## src/rtl/flk_pkg.sv

```systemverilog
package flk_pkg;

  localparam int PIX_W  = 32;
  localparam int CHAN_W = 8;
  localparam int N_CHAN = PIX_W / CHAN_W;
  localparam int CFG_W  = 6;

  typedef struct packed {
    logic [3:0] code;
    logic       en;
    logic       alpha_en;
  } flk_cfg_t;

  // side (top/bottom) weight in sixteenths for a select code
  function automatic logic [3:0] side_weight(input logic [3:0] code);
    logic [3:0] w;
    case (code)
      4'b0001: w = 4'd1;
      4'b0010: w = 4'd2;
      4'b0100: w = 4'd4;
      4'b0101: w = 4'd5;
      default: w = 4'd0;
    endcase
    return w;
  endfunction

  // one channel of the three-tap blend, rounded half up
  function automatic logic [7:0] tap3(input logic [7:0] t, input logic [7:0] m,
                                      input logic [7:0] b, input logic [3:0] ws);
    logic [11:0] wc;
    logic [11:0] acc;
    wc  = 12'd16 - {7'd0, ws, 1'b0};
    acc = {8'd0, ws} * ({4'd0, t} + {4'd0, b}) + wc * {4'd0, m} + 12'd8;
    return acc[11:4];
  endfunction

  function automatic logic [31:0] mix_pixel(input logic [31:0] t, input logic [31:0] m,
                                            input logic [31:0] b, input flk_cfg_t cfg);
    logic [3:0]  ws;
    logic [31:0] r;
    ws = side_weight(cfg.code);
    for (int k = 0; k < N_CHAN; k++)
      r[CHAN_W*k +: CHAN_W] = tap3(t[CHAN_W*k +: CHAN_W], m[CHAN_W*k +: CHAN_W],
                                   b[CHAN_W*k +: CHAN_W], ws);
    if (!cfg.alpha_en) r[31:24] = m[31:24];
    if (!cfg.en) r = m;
    return r;
  endfunction

  // every channel of o lies between the smallest and largest tap
  function automatic logic in_span(input logic [31:0] t, input logic [31:0] m,
                                   input logic [31:0] b, input logic [31:0] o);
    logic ok;
    logic [7:0] lo, hi, ct, cm, cb, co;
    ok = 1'b1;
    for (int k = 0; k < N_CHAN; k++) begin
      ct = t[CHAN_W*k +: CHAN_W];
      cm = m[CHAN_W*k +: CHAN_W];
      cb = b[CHAN_W*k +: CHAN_W];
      co = o[CHAN_W*k +: CHAN_W];
      lo = (ct < cm) ? ct : cm;
      lo = (cb < lo) ? cb : lo;
      hi = (ct > cm) ? ct : cm;
      hi = (cb > hi) ? cb : hi;
      if (co < lo || co > hi) ok = 1'b0;
    end
    return ok;
  endfunction

endpackage

```

## src/rtl/flk_regs.sv

```systemverilog
module flk_regs
  import flk_pkg::*;
(
  input  logic             clk,
  input  logic             rst_n,
  input  logic             wr,
  input  logic             addr,
  input  logic [CFG_W-1:0] wdata,
  input  logic             frame_take,
  output flk_cfg_t         cfg_act,
  output logic             upd_pending
);

  flk_cfg_t stg_q, act_q;
  logic     pend_q;
  logic     apply_now;

  assign apply_now = frame_take && pend_q;

  always_ff @(posedge clk) begin
    if (!rst_n) begin
      stg_q  <= '0;
      act_q  <= '0;
      pend_q <= 1'b0;
    end else begin
      if (wr && !addr) stg_q <= '{code: wdata[3:0], en: wdata[4], alpha_en: wdata[5]};
      if (apply_now) begin
        act_q  <= stg_q;
        pend_q <= 1'b0;
      end else if (wr && addr && wdata[0]) begin
        pend_q <= 1'b1;
      end
    end
  end

  assign cfg_act     = act_q;
  assign upd_pending = pend_q;


  cfg_frame_aligned_chk: assert property (@(posedge clk) disable iff (!rst_n)
    (act_q != $past(act_q)) |-> $past(frame_take && pend_q));


  update_consumed_chk: assert property (@(posedge clk) disable iff (!rst_n)
    (frame_take && pend_q) |=> !pend_q);

endmodule

```

## src/rtl/flk_linebuf.sv

```systemverilog
module flk_linebuf
  import flk_pkg::*;
#(
  parameter int LINE_W = 16
) (
  input  logic             clk,
  input  logic             rst_n,
  input  logic             valid,
  input  logic             sol,
  input  logic             sof,
  input  logic [PIX_W-1:0] pix,
  output logic [PIX_W-1:0] tap_top,
  output logic [PIX_W-1:0] tap_mid,
  output logic [PIX_W-1:0] tap_bot,
  output logic             tap_emit
);

  localparam int COL_W = $clog2(LINE_W + 1);
  localparam int IDX_W = (LINE_W > 1) ? $clog2(LINE_W) : 1;

  logic [PIX_W-1:0] mem_mid [LINE_W];
  logic [PIX_W-1:0] mem_top [LINE_W];

  logic [COL_W-1:0] col_q, col_c;
  logic [IDX_W-1:0] idx;
  logic             line_start, in_range;
  logic             mid_valid_q, mid_first_q;
  logic             ln_emit_q, ln_toprep_q, ln_botrep_q;
  logic             emit_c, toprep_c, botrep_c;

  assign line_start = valid && (sol || sof);
  assign col_c      = (sol || sof) ? '0 : col_q;
  assign in_range   = col_c < COL_W'(LINE_W);
  assign idx        = in_range ? IDX_W'(col_c) : '0;

  // context of the line now being emitted (the one held in mem_mid)
  assign emit_c   = line_start ? mid_valid_q : ln_emit_q;
  assign toprep_c = line_start ? mid_first_q : ln_toprep_q;
  assign botrep_c = line_start ? sof         : ln_botrep_q;

  assign tap_mid  = mem_mid[idx];
  assign tap_top  = toprep_c ? tap_mid : mem_top[idx];
  assign tap_bot  = botrep_c ? tap_mid : pix;
  assign tap_emit = valid && in_range && emit_c;

  always_ff @(posedge clk) begin
    if (valid && in_range) begin
      mem_top[idx] <= mem_mid[idx];
      mem_mid[idx] <= pix;
    end
  end

  always_ff @(posedge clk) begin
    if (!rst_n) begin
      col_q       <= '0;
      mid_valid_q <= 1'b0;
      mid_first_q <= 1'b0;
      ln_emit_q   <= 1'b0;
      ln_toprep_q <= 1'b0;
      ln_botrep_q <= 1'b0;
    end else if (valid) begin
      col_q <= in_range ? col_c + COL_W'(1) : col_c;
      if (line_start) begin
        ln_emit_q   <= mid_valid_q;
        ln_toprep_q <= mid_first_q;
        ln_botrep_q <= sof;
        mid_valid_q <= 1'b1;
        mid_first_q <= sof;
      end
    end
  end


  no_emit_first_line_chk: assert property (@(posedge clk) disable iff (!rst_n)
    tap_emit |-> mid_valid_q);


  bottom_replica_chk: assert property (@(posedge clk) disable iff (!rst_n)
    (tap_emit && valid && sof) |-> (tap_bot == tap_mid));

endmodule

```

## src/rtl/flk_mac.sv

```systemverilog
module flk_mac
  import flk_pkg::*;
(
  input  logic             clk,
  input  logic             rst_n,
  input  logic [PIX_W-1:0] top,
  input  logic [PIX_W-1:0] mid,
  input  logic [PIX_W-1:0] bot,
  input  logic             emit,
  input  flk_cfg_t         cfg,
  output logic [PIX_W-1:0] out_pix,
  output logic             out_valid
);

  logic [PIX_W-1:0] s1_top, s1_mid, s1_bot;
  logic             s1_v;
  logic [PIX_W-1:0] blend;

  always_ff @(posedge clk) begin
    s1_top <= top;
    s1_mid <= mid;
    s1_bot <= bot;
  end

  assign blend = mix_pixel(s1_top, s1_mid, s1_bot, cfg);

  always_ff @(posedge clk) begin
    if (!rst_n) begin
      s1_v      <= 1'b0;
      out_valid <= 1'b0;
      out_pix   <= '0;
    end else begin
      s1_v      <= emit;
      out_valid <= s1_v;
      if (s1_v) out_pix <= blend;
    end
  end


  bypass_chk: assert property (@(posedge clk) disable iff (!rst_n)
    (s1_v && !cfg.en) |=> (out_pix == $past(s1_mid)));


  span_chk: assert property (@(posedge clk) disable iff (!rst_n)
    s1_v |=> in_span($past(s1_top), $past(s1_mid), $past(s1_bot), out_pix));


  alpha_hold_chk: assert property (@(posedge clk) disable iff (!rst_n)
    (s1_v && cfg.en && !cfg.alpha_en) |=> (out_pix[31:24] == $past(s1_mid[31:24])));

endmodule

```

## src/rtl/vflicker_filter.sv

```systemverilog
module vflicker_filter
  import flk_pkg::*;
#(
  parameter int LINE_W = 16
) (
  input  logic        clk,
  input  logic        rst_n,
  input  logic        cfg_wr,
  input  logic        cfg_addr,
  input  logic [5:0]  cfg_wdata,
  input  logic        in_valid,
  input  logic        in_sol,
  input  logic        in_sof,
  input  logic [31:0] in_pix,
  output logic        out_valid,
  output logic [31:0] out_pix
);

  flk_cfg_t         cfg_act;
  logic             upd_pending;
  logic             frame_take;
  logic [PIX_W-1:0] tap_top, tap_mid, tap_bot;
  logic             tap_emit;

  assign frame_take = in_valid && in_sof;

  flk_regs u_regs (
    .clk        (clk),
    .rst_n      (rst_n),
    .wr         (cfg_wr),
    .addr       (cfg_addr),
    .wdata      (cfg_wdata),
    .frame_take (frame_take),
    .cfg_act    (cfg_act),
    .upd_pending(upd_pending)
  );

  flk_linebuf #(.LINE_W(LINE_W)) u_linebuf (
    .clk     (clk),
    .rst_n   (rst_n),
    .valid   (in_valid),
    .sol     (in_sol),
    .sof     (in_sof),
    .pix     (in_pix),
    .tap_top (tap_top),
    .tap_mid (tap_mid),
    .tap_bot (tap_bot),
    .tap_emit(tap_emit)
  );

  flk_mac u_mac (
    .clk      (clk),
    .rst_n    (rst_n),
    .top      (tap_top),
    .mid      (tap_mid),
    .bot      (tap_bot),
    .emit     (tap_emit),
    .cfg      (cfg_act),
    .out_pix  (out_pix),
    .out_valid(out_valid)
  );


  latency_chk: assert property (@(posedge clk) disable iff (!rst_n)
    out_valid |-> $past(in_valid, 2));


  reset_state_chk: assert property (@(posedge clk)
    $past(!rst_n) |-> (!out_valid && cfg_act == '0 && !upd_pending));

endmodule

```

## config.mk

```make
export PLATFORM = sky130hd
export DESIGN_NAME = vflicker_filter
export DESIGN_NICKNAME = d
export VERILOG_FILES = /design/src/rtl/flk_pkg.sv /design/src/rtl/flk_regs.sv /design/src/rtl/flk_linebuf.sv /design/src/rtl/flk_mac.sv /design/src/rtl/vflicker_filter.sv
export SDC_FILE = /design/constraint.sdc
export NUM_CORES = 2
export LEC_CHECK = 0
export BUFFER_PORTS_ARGS = -buffer_cell sky130_fd_sc_hd__buf_2
export CAP_MARGIN = 15
export CORE_ASPECT_RATIO = 1.2
export CORE_MARGIN = 4
export CORE_UTILIZATION = 40
export DETAILED_ROUTE_END_ITERATION = 12
export SLEW_MARGIN = 10
export SYNTH_ARGS = -nofsm -noshare
export SYNTH_HDL_FRONTEND = slang
export SYNTH_SLANG_ARGS = --single-unit
```

## constraint.sdc

```tcl
create_clock -name clk -period 11.15 [get_ports clk]
set_input_delay 1.6725 -clock clk [delete_from_list [all_inputs] [get_ports clk]]
set_output_delay 1.6725 -clock clk [all_outputs]
set_load 0.03 [all_outputs]
```

Yosys cells after proc, flatten, opt, wreduce, memory -nomap -nowiden

Memories as Yosys holds them, arrays and structs flattened.
Cells that the tools add are included.

Bits in registers: 153
Bits in writable memories: 1,024
Input bits: 45
Output and inout port bits: 33
Logic and storage cells: 74
Memories: 2

$add $sub $neg: 14
Multipliers: 8
$lt $le $gt $ge: 1
Eq/ne operators: 4
Muxes and demuxes: 13
Bitwise gates (word level): 1
Reduce and logical (&&, ||, !) cells: 12

Memory list:

| memory            | depth | bits a word | rd ports | clocked after memory_dff | write ports | RTL line          | text |
|---|---|---|---|---|---|---|---|
| u_linebuf.mem_mid | 16    | 32          | 1        | 0                        | 1           | flk_linebuf.sv:21 | `logic [PIX_W-1:0] mem_mid [LINE_W];` |
| u_linebuf.mem_top | 16    | 32          | 1        | 0                        | 1           | flk_linebuf.sv:22 | `logic [PIX_W-1:0] mem_top [LINE_W];` |

Operators by type and width:

| cell                                            | number |
|---|---|
| two-way mux 32 bit                              | 3 |
| adder 12 bit                                    | 4 |
| adder 12 x 4 -> 12 bit, second input constant   | 4 |
| multiplier 12 x 8 -> 12 bit                     | 4 |
| multiplier 3 x 12 -> 12 bit                     | 4 |
| adder 8 x 8 -> 9 bit                            | 4 |
| case mux 3 bit (4 select lines)                 | 1 |
| two-way mux 5 bit                               | 2 |
| == test 4 x 3 -> 1 bit, second input constant   | 2 |
| logical AND 1 bit                               | 8 |
| two-way mux 8 bit                               | 1 |
| subtractor 5 x 4 -> 6 bit, first input constant | 1 |
| adder 5 x 1 -> 5 bit, second input constant     | 1 |
| < comparator 5 bit, second input constant       | 1 |
| two-way mux 1 bit                               | 5 |
| == test 4 x 1 -> 1 bit, second input constant   | 1 |
| == test 4 x 2 -> 1 bit, second input constant   | 1 |
| two-way mux 4 bit                               | 1 |
| AND reduction 2 bit                             | 1 |
| OR reduction 2 bit                              | 1 |
| zero test 1 bit                                 | 1 |
| logical OR 1 bit                                | 1 |
| NOT 1 bit                                       | 1 |

Longest topological paths before layout

Word-level depth: 8
Gate-level depth with buffers: 28
Depth with buffers taken out: 24

Cells and area by module

From an unflattened synthesis, not the netlist that was laid out.

Cells, all modules: 3,730
Area total of the unflattened synthesis: 53,413.7 sq um

Modules (own cells, without submodules):

| module          | times used | cells each | area an instance (sq um) | sequential area each (sq um) |
|---|---|---|---|---|
| flk_linebuf     | 1          | 2,255      | 40,005.9                 | 30,949.7 |
| flk_mac         | 1          | 1,422      | 12,879.9                 | 2,602.5 |
| flk_regs        | 1          | 52         | 521.8                    | 260.2 |
| vflicker_filter | 1          | 1          | 6.3                      | 0.0 |

Least setup slack after synthesis

Ideal clock, no wire load.

Path type: input-to-reg
From: input in_sof
To: memory u_linebuf.mem_mid[0][0] (enable)
Library setup time: 486 ps
Data arrival time: 6,077 ps
Setup slack: 4,587 ps
Stages on the path: 10
Path buffers: 5
Cells stage by stage: buf_2 nor2_1 nand2_1 ha_1 buf_2 buf_2 buf_2 buf_2 or3_1 nor2_1

Word-level cells in the longest chain between the ends: 6
Elaborated cells between the ends (all ways): 7

Ends and longest elaborated chain:

| what                                    | RTL line              | text |
|---|---|---|
| from (decl)                             | vflicker_filter.sv:13 | `input logic in_sof,` |
| logical OR 1 bit *                      | flk_linebuf.sv:32     | `assign col_c = (sol \|\| sof) ? '0 : col_q;` |
| two-way mux 5 bit *                     | flk_linebuf.sv:32     |  |
| < comparator 5 bit                      | flk_linebuf.sv:33     | `assign in_range = col_c < COL_W'(LINE_W);` |
| logical AND 1 bit                       | flk_linebuf.sv:47     | `if (valid && in_range) begin` |
| two-way mux 1 bit                       | flk_linebuf.sv:47     |  |
| two-way mux 1 bit (implied by the code) | flk_linebuf.sv:49     | `mem_mid[idx] <= pix;` |
| to (decl)                               | flk_linebuf.sv:21     |  |

Every way passes the cells marked *; elsewhere a longest branch is shown, timed or not.

Worst setup path in the final report

From: register u_regs.act_q (netlist bit u_regs.cfg_act[2])
To: register u_mac.out_pix[22]

Word-level cells in the longest chain between the ends: 7
Elaborated cells between the ends (all ways): 11

Ends and longest elaborated chain:

| what                                                 | RTL line       | text |
|---|---|---|
| from (decl)                                          | flk_regs.sv:14 | `flk_cfg_t stg_q, act_q;` |
| from (signal assigned)                               | flk_regs.sv:28 | `act_q <= stg_q;` |
| == test 4 x 3 -> 1 bit, or another cell as far along | flk_pkg.sv:17  | `case (code)` |
| case mux 3 bit (4 select lines) *                    | flk_pkg.sv:17  |  |
| subtractor 5 x 4 -> 6 bit                            | flk_pkg.sv:32  | `wc = 12'd16 - {7'd0, ws, 1'b0};` |
| multiplier 12 x 8 -> 12 bit                          | flk_pkg.sv:33  | `acc = {8'd0, ws} * ({4'd0, t} + {4'd0, b}) + wc * {4'd0, m} + 12'd8;` |
| adder 12 bit *                                       | flk_pkg.sv:33  |  |
| adder 12 x 4 -> 12 bit *                             | flk_pkg.sv:33  |  |
| two-way mux 32 bit *                                 | flk_pkg.sv:46  | `if (!cfg.en) r = m;` |
| to (signal assigned)                                 | flk_mac.sv:35  | `if (s1_v) out_pix <= blend;` |
| to (decl)                                            | flk_mac.sv:11  | `output logic [PIX_W-1:0] out_pix,` |

Marks and branches as above.
A chain may end at the register's enable or synchronous reset.

==> summary.md <==
| Metric | Value |
|---|---|
| Setup Fix Bufs, Post-CTS | `0` |
| Die Area | `0.1369 mm2` |
| Die X | `338.4 um` |
| Final wirelength | `124200 um` |
| Reg-to-reg slack, setup | `between 3 and 4 ns` |
| Final Wtd Congestion | `between 0.8 and 0.9` |
| CTS resizes | `0` |
| Hold slack | `about 0.47 ns` |
| Most used cell, CP | `fa_1` |
| Hold Crit Class | `reg -> reg` |
| Critical Path Fanout Max | `28` |
| Share of cells above drive strength 1 | `19.01%` |
| Area occupied by multi-input gates | `0.01707 mm2` |
| Vias in the first global route | `28480` |
| P&R area growth vs syn | `11.88%` |
| Post-CTS Hold Buffers | `0` |
| Worst-margin pin slew | `1.112 ns` |
| Core area | `0.1303 mm2` |
| DRC | `0` |
| CTS sink cnt | `1177` |
| Initial drt markers | `2108` |
| Worst slew margin | `25.87%` |
| Final-report hold violation count | `0` |
| Post-synth top cells | `edfxtp_1, inv_1, mux4_2` |
| Clk pin slew, worst setup/hold paths | `0.07 ns` |
| # IOs | `78` |
| Period utilization | `66.96%` |
| Synthesized cell area | `0.05241 mm2` |
| First-pass GRT wire length | `about 190000 um` |
| Wire length per cell | `24.49 um` |
| Cell variety after synth | `76` |
| TritonCTS clock tree | `yes` |
| Crit-path max cell delay | `0.97 ns` |
| Max IR drop VDD | `0.1217 mV` |
| Synth area leader | `edfxtp_1` |
| Crit end category | `register` |
| Port Buf Inserts | `77` |
| Pre-antenna DRT Iters | `5` |
| DP Wirelength | `72770 um` |
| Clk_skew | `0.05806 ns` |
| Rows | `145` |
| Asr flop ratio synth | `0%` |
| Syn Nets | `3527` |
| Slowest-stage cell, CP | `ha_1` |
| # fillers | `11260` |
| Fin nets | `3631` |
| Outcome | `completed` |
| Post-route setup TNS | `0 ns` |
| Max Cap Viol | `0` |
| Total global-route track usage | `18.16%` |
| Leak | `~20 nW` |
| Synth area leaders | `edfxtp_1, mux4_2, dfxtp_1, fa_1, ha_1` |
| CTS Buffer Depth | `3` |
| Maximum clock rate | `0.1339 GHz` |
| Die Ht | `404.5 um` |
| Root buf cell | `clkbuf_16` |
| Clk_lat worst skew | `roughly 0.75 ns` |
| Final min period | `7.466 ns` |
| CTS buffer count | `112` |
| Initial antenna violation count | `11` |
| Top cell type's share of synthesized area | `58.67%` |
| RSZ-0062 raised after global routing | `false` |
| CP Data Arrival Time | `8.06 ns` |
| Largest net degree at the start of global routing | `91` |
| FF+latch area | `0.03381 mm2` |
| CP Cell Sequence | `buf_4, nor4b_2, buf_4, clkinv_1, ha_1, buf_4, nand2_1, fa_1, fa_1, fa_1, inv_1, fa_1, inv_1, fa_1, inv_1, ha_1, a2111oi_0, nand2_1, o221ai_1, xor2_1, a21oi_1, a21o_1` |
| Required @ worst endpoint | `11.75 ns` |
| Initial Utilization | `40.23%` |
| Endpoints failing setup | `0` |
| CP Class | `reg -> reg` |
| Total number of vias | `27620` |
| Seq/Total Area, Yosys | `64.52%` |
| Overflow after GRT | `0` |
| Vias per std cell | `5.448` |
| Startpoint types | `register` |
| Mapped Cells | `approximately 3200` |
| Count leader, synth | `edfxtp_1` |
| Ys Warns | `0` |
| Flops & latches, synth | `1177` |
| Mean Syn Cell Area | `16.51 um2` |
| Top_reg_cell synth | `edfxtp_1` |
| Max H-tree Level | `3` |
| Antenna-violating nets left | `0` |
| Final slew viol count | `0` |
| Pwr/cell area | `between 150 and 200 mW/mm2` |
| Number of synthesized flops with an enable pin | `between 1000 and 1500` |
## through the flow
stage | total power, mW | instances | cell area (um2) | util, % | worst slack [ns]
2_1_floorplan | 5.362 | 3175 | 52410 | - | 4.587
3_3_place_gp | 5.589 | 4855 | 54900 | 42.14 | 3.904
5_1_grt | 9.673 | 5068 | 58630 | 45.01 | 3.247
4_1_cts | 9.425 | 5068 | 58630 | 45.01 | 3.634
6_report | 9.328 | 5070 | 58640 | 45.01 | 3.684
3_5_place_dp | 5.595 | 4855 | 54900 | 42.14 | 3.739
## worst paths after layout
kind,to,start,depth (start not counted)
worst min register to register,u_mac.out_pix[22],u_mac.out_pix[22],1
worst max-delay path,u_mac.out_pix[22],u_regs.cfg_act[2],22
worst max register to register,u_mac.out_pix[22],u_regs.cfg_act[2],22
worst min-delay path,u_mac.out_pix[22],u_mac.out_pix[22],1
## registers in the layout (all words and copies together) (netlist names)
name,cells
u_linebuf.mem_mid,512
u_linebuf.mem_top,512
u_mac.out_pix,32
u_mac.s1_bot,32
u_mac.s1_mid,32
u_mac.s1_top,32
u_regs.cfg_act,6
u_regs.stg_q,6
u_linebuf.col_q,5
u_linebuf.ln_botrep_q,1
u_linebuf.ln_emit_q,1
u_linebuf.ln_toprep_q,1
u_linebuf.mid_first_q,1
u_linebuf.mid_valid_q,1
u_mac.out_valid,1
u_mac.s1_v,1
u_regs.upd_pending,1
## routing by layer
layer  track usage (%)  share of wire (%)  wire length (um)
met1             25.39                 44             54550
met2             29.95                 48             59820
met3             3.100                6.0              7434
met4             4.316                1.9              2347
met5                 0              0.013                16
## critical path: cells and delay by family, from the launching register on
family	cells	cell delay (ns)
adder cells (fa/ha/maj)	7	3.62
buffers and inverters	7	1.65
AO/OA/AOI/OAI	4	1.04
AND/OR/NAND/NOR	3	0.49
flip-flops	1	0.30
XOR/XNOR	1	0.18
## cell usage in the layout (no fill, tap or decap), types with 101 or more instances in the layout
cell type / instances
mux4_2: 256
ha_1: 158
fa_1: 148
dfxtp_1: 151
inv_1: 277
clkbuf_16: 113
a22oi_1: 101
nor2_1: 183
nand2_1: 137
edfxtp_1: 1024
## cell families after synthesis
family	after synthesis	share of synthesized area, %
compound gates	355	4.639
xor+xnor	67	1.120
fa+ha+maj	307	9.449
buf+inv	426	3.299
flops	1177	64.52
mux	321	12.32
simple gates	522	4.658
## where the power goes
part | leakage, nW | internal (mW) | switching, mW
logic | 8.24 | 0.211 | 0.379
clock network | 1.81 | 2.15 | 1.67
registers | 10.5 | 4.86 | 0.0511
## area by class of cell
class / count / share of cell area, %
Clock buffer: 160 / 5.328
Tap cell: 1690 / 3.606
Inverter: 281 / 1.799
Antenna cell: 2 / 0.008535
Multi-Input combinational cell: 1572 / 29.10
Timing Repair Buffer: 135 / 1.442
Clock inverter: 53 / 1.043
Sequential cell: 1177 / 57.67
Note: power is estimated with default switching activity, not from simulation.
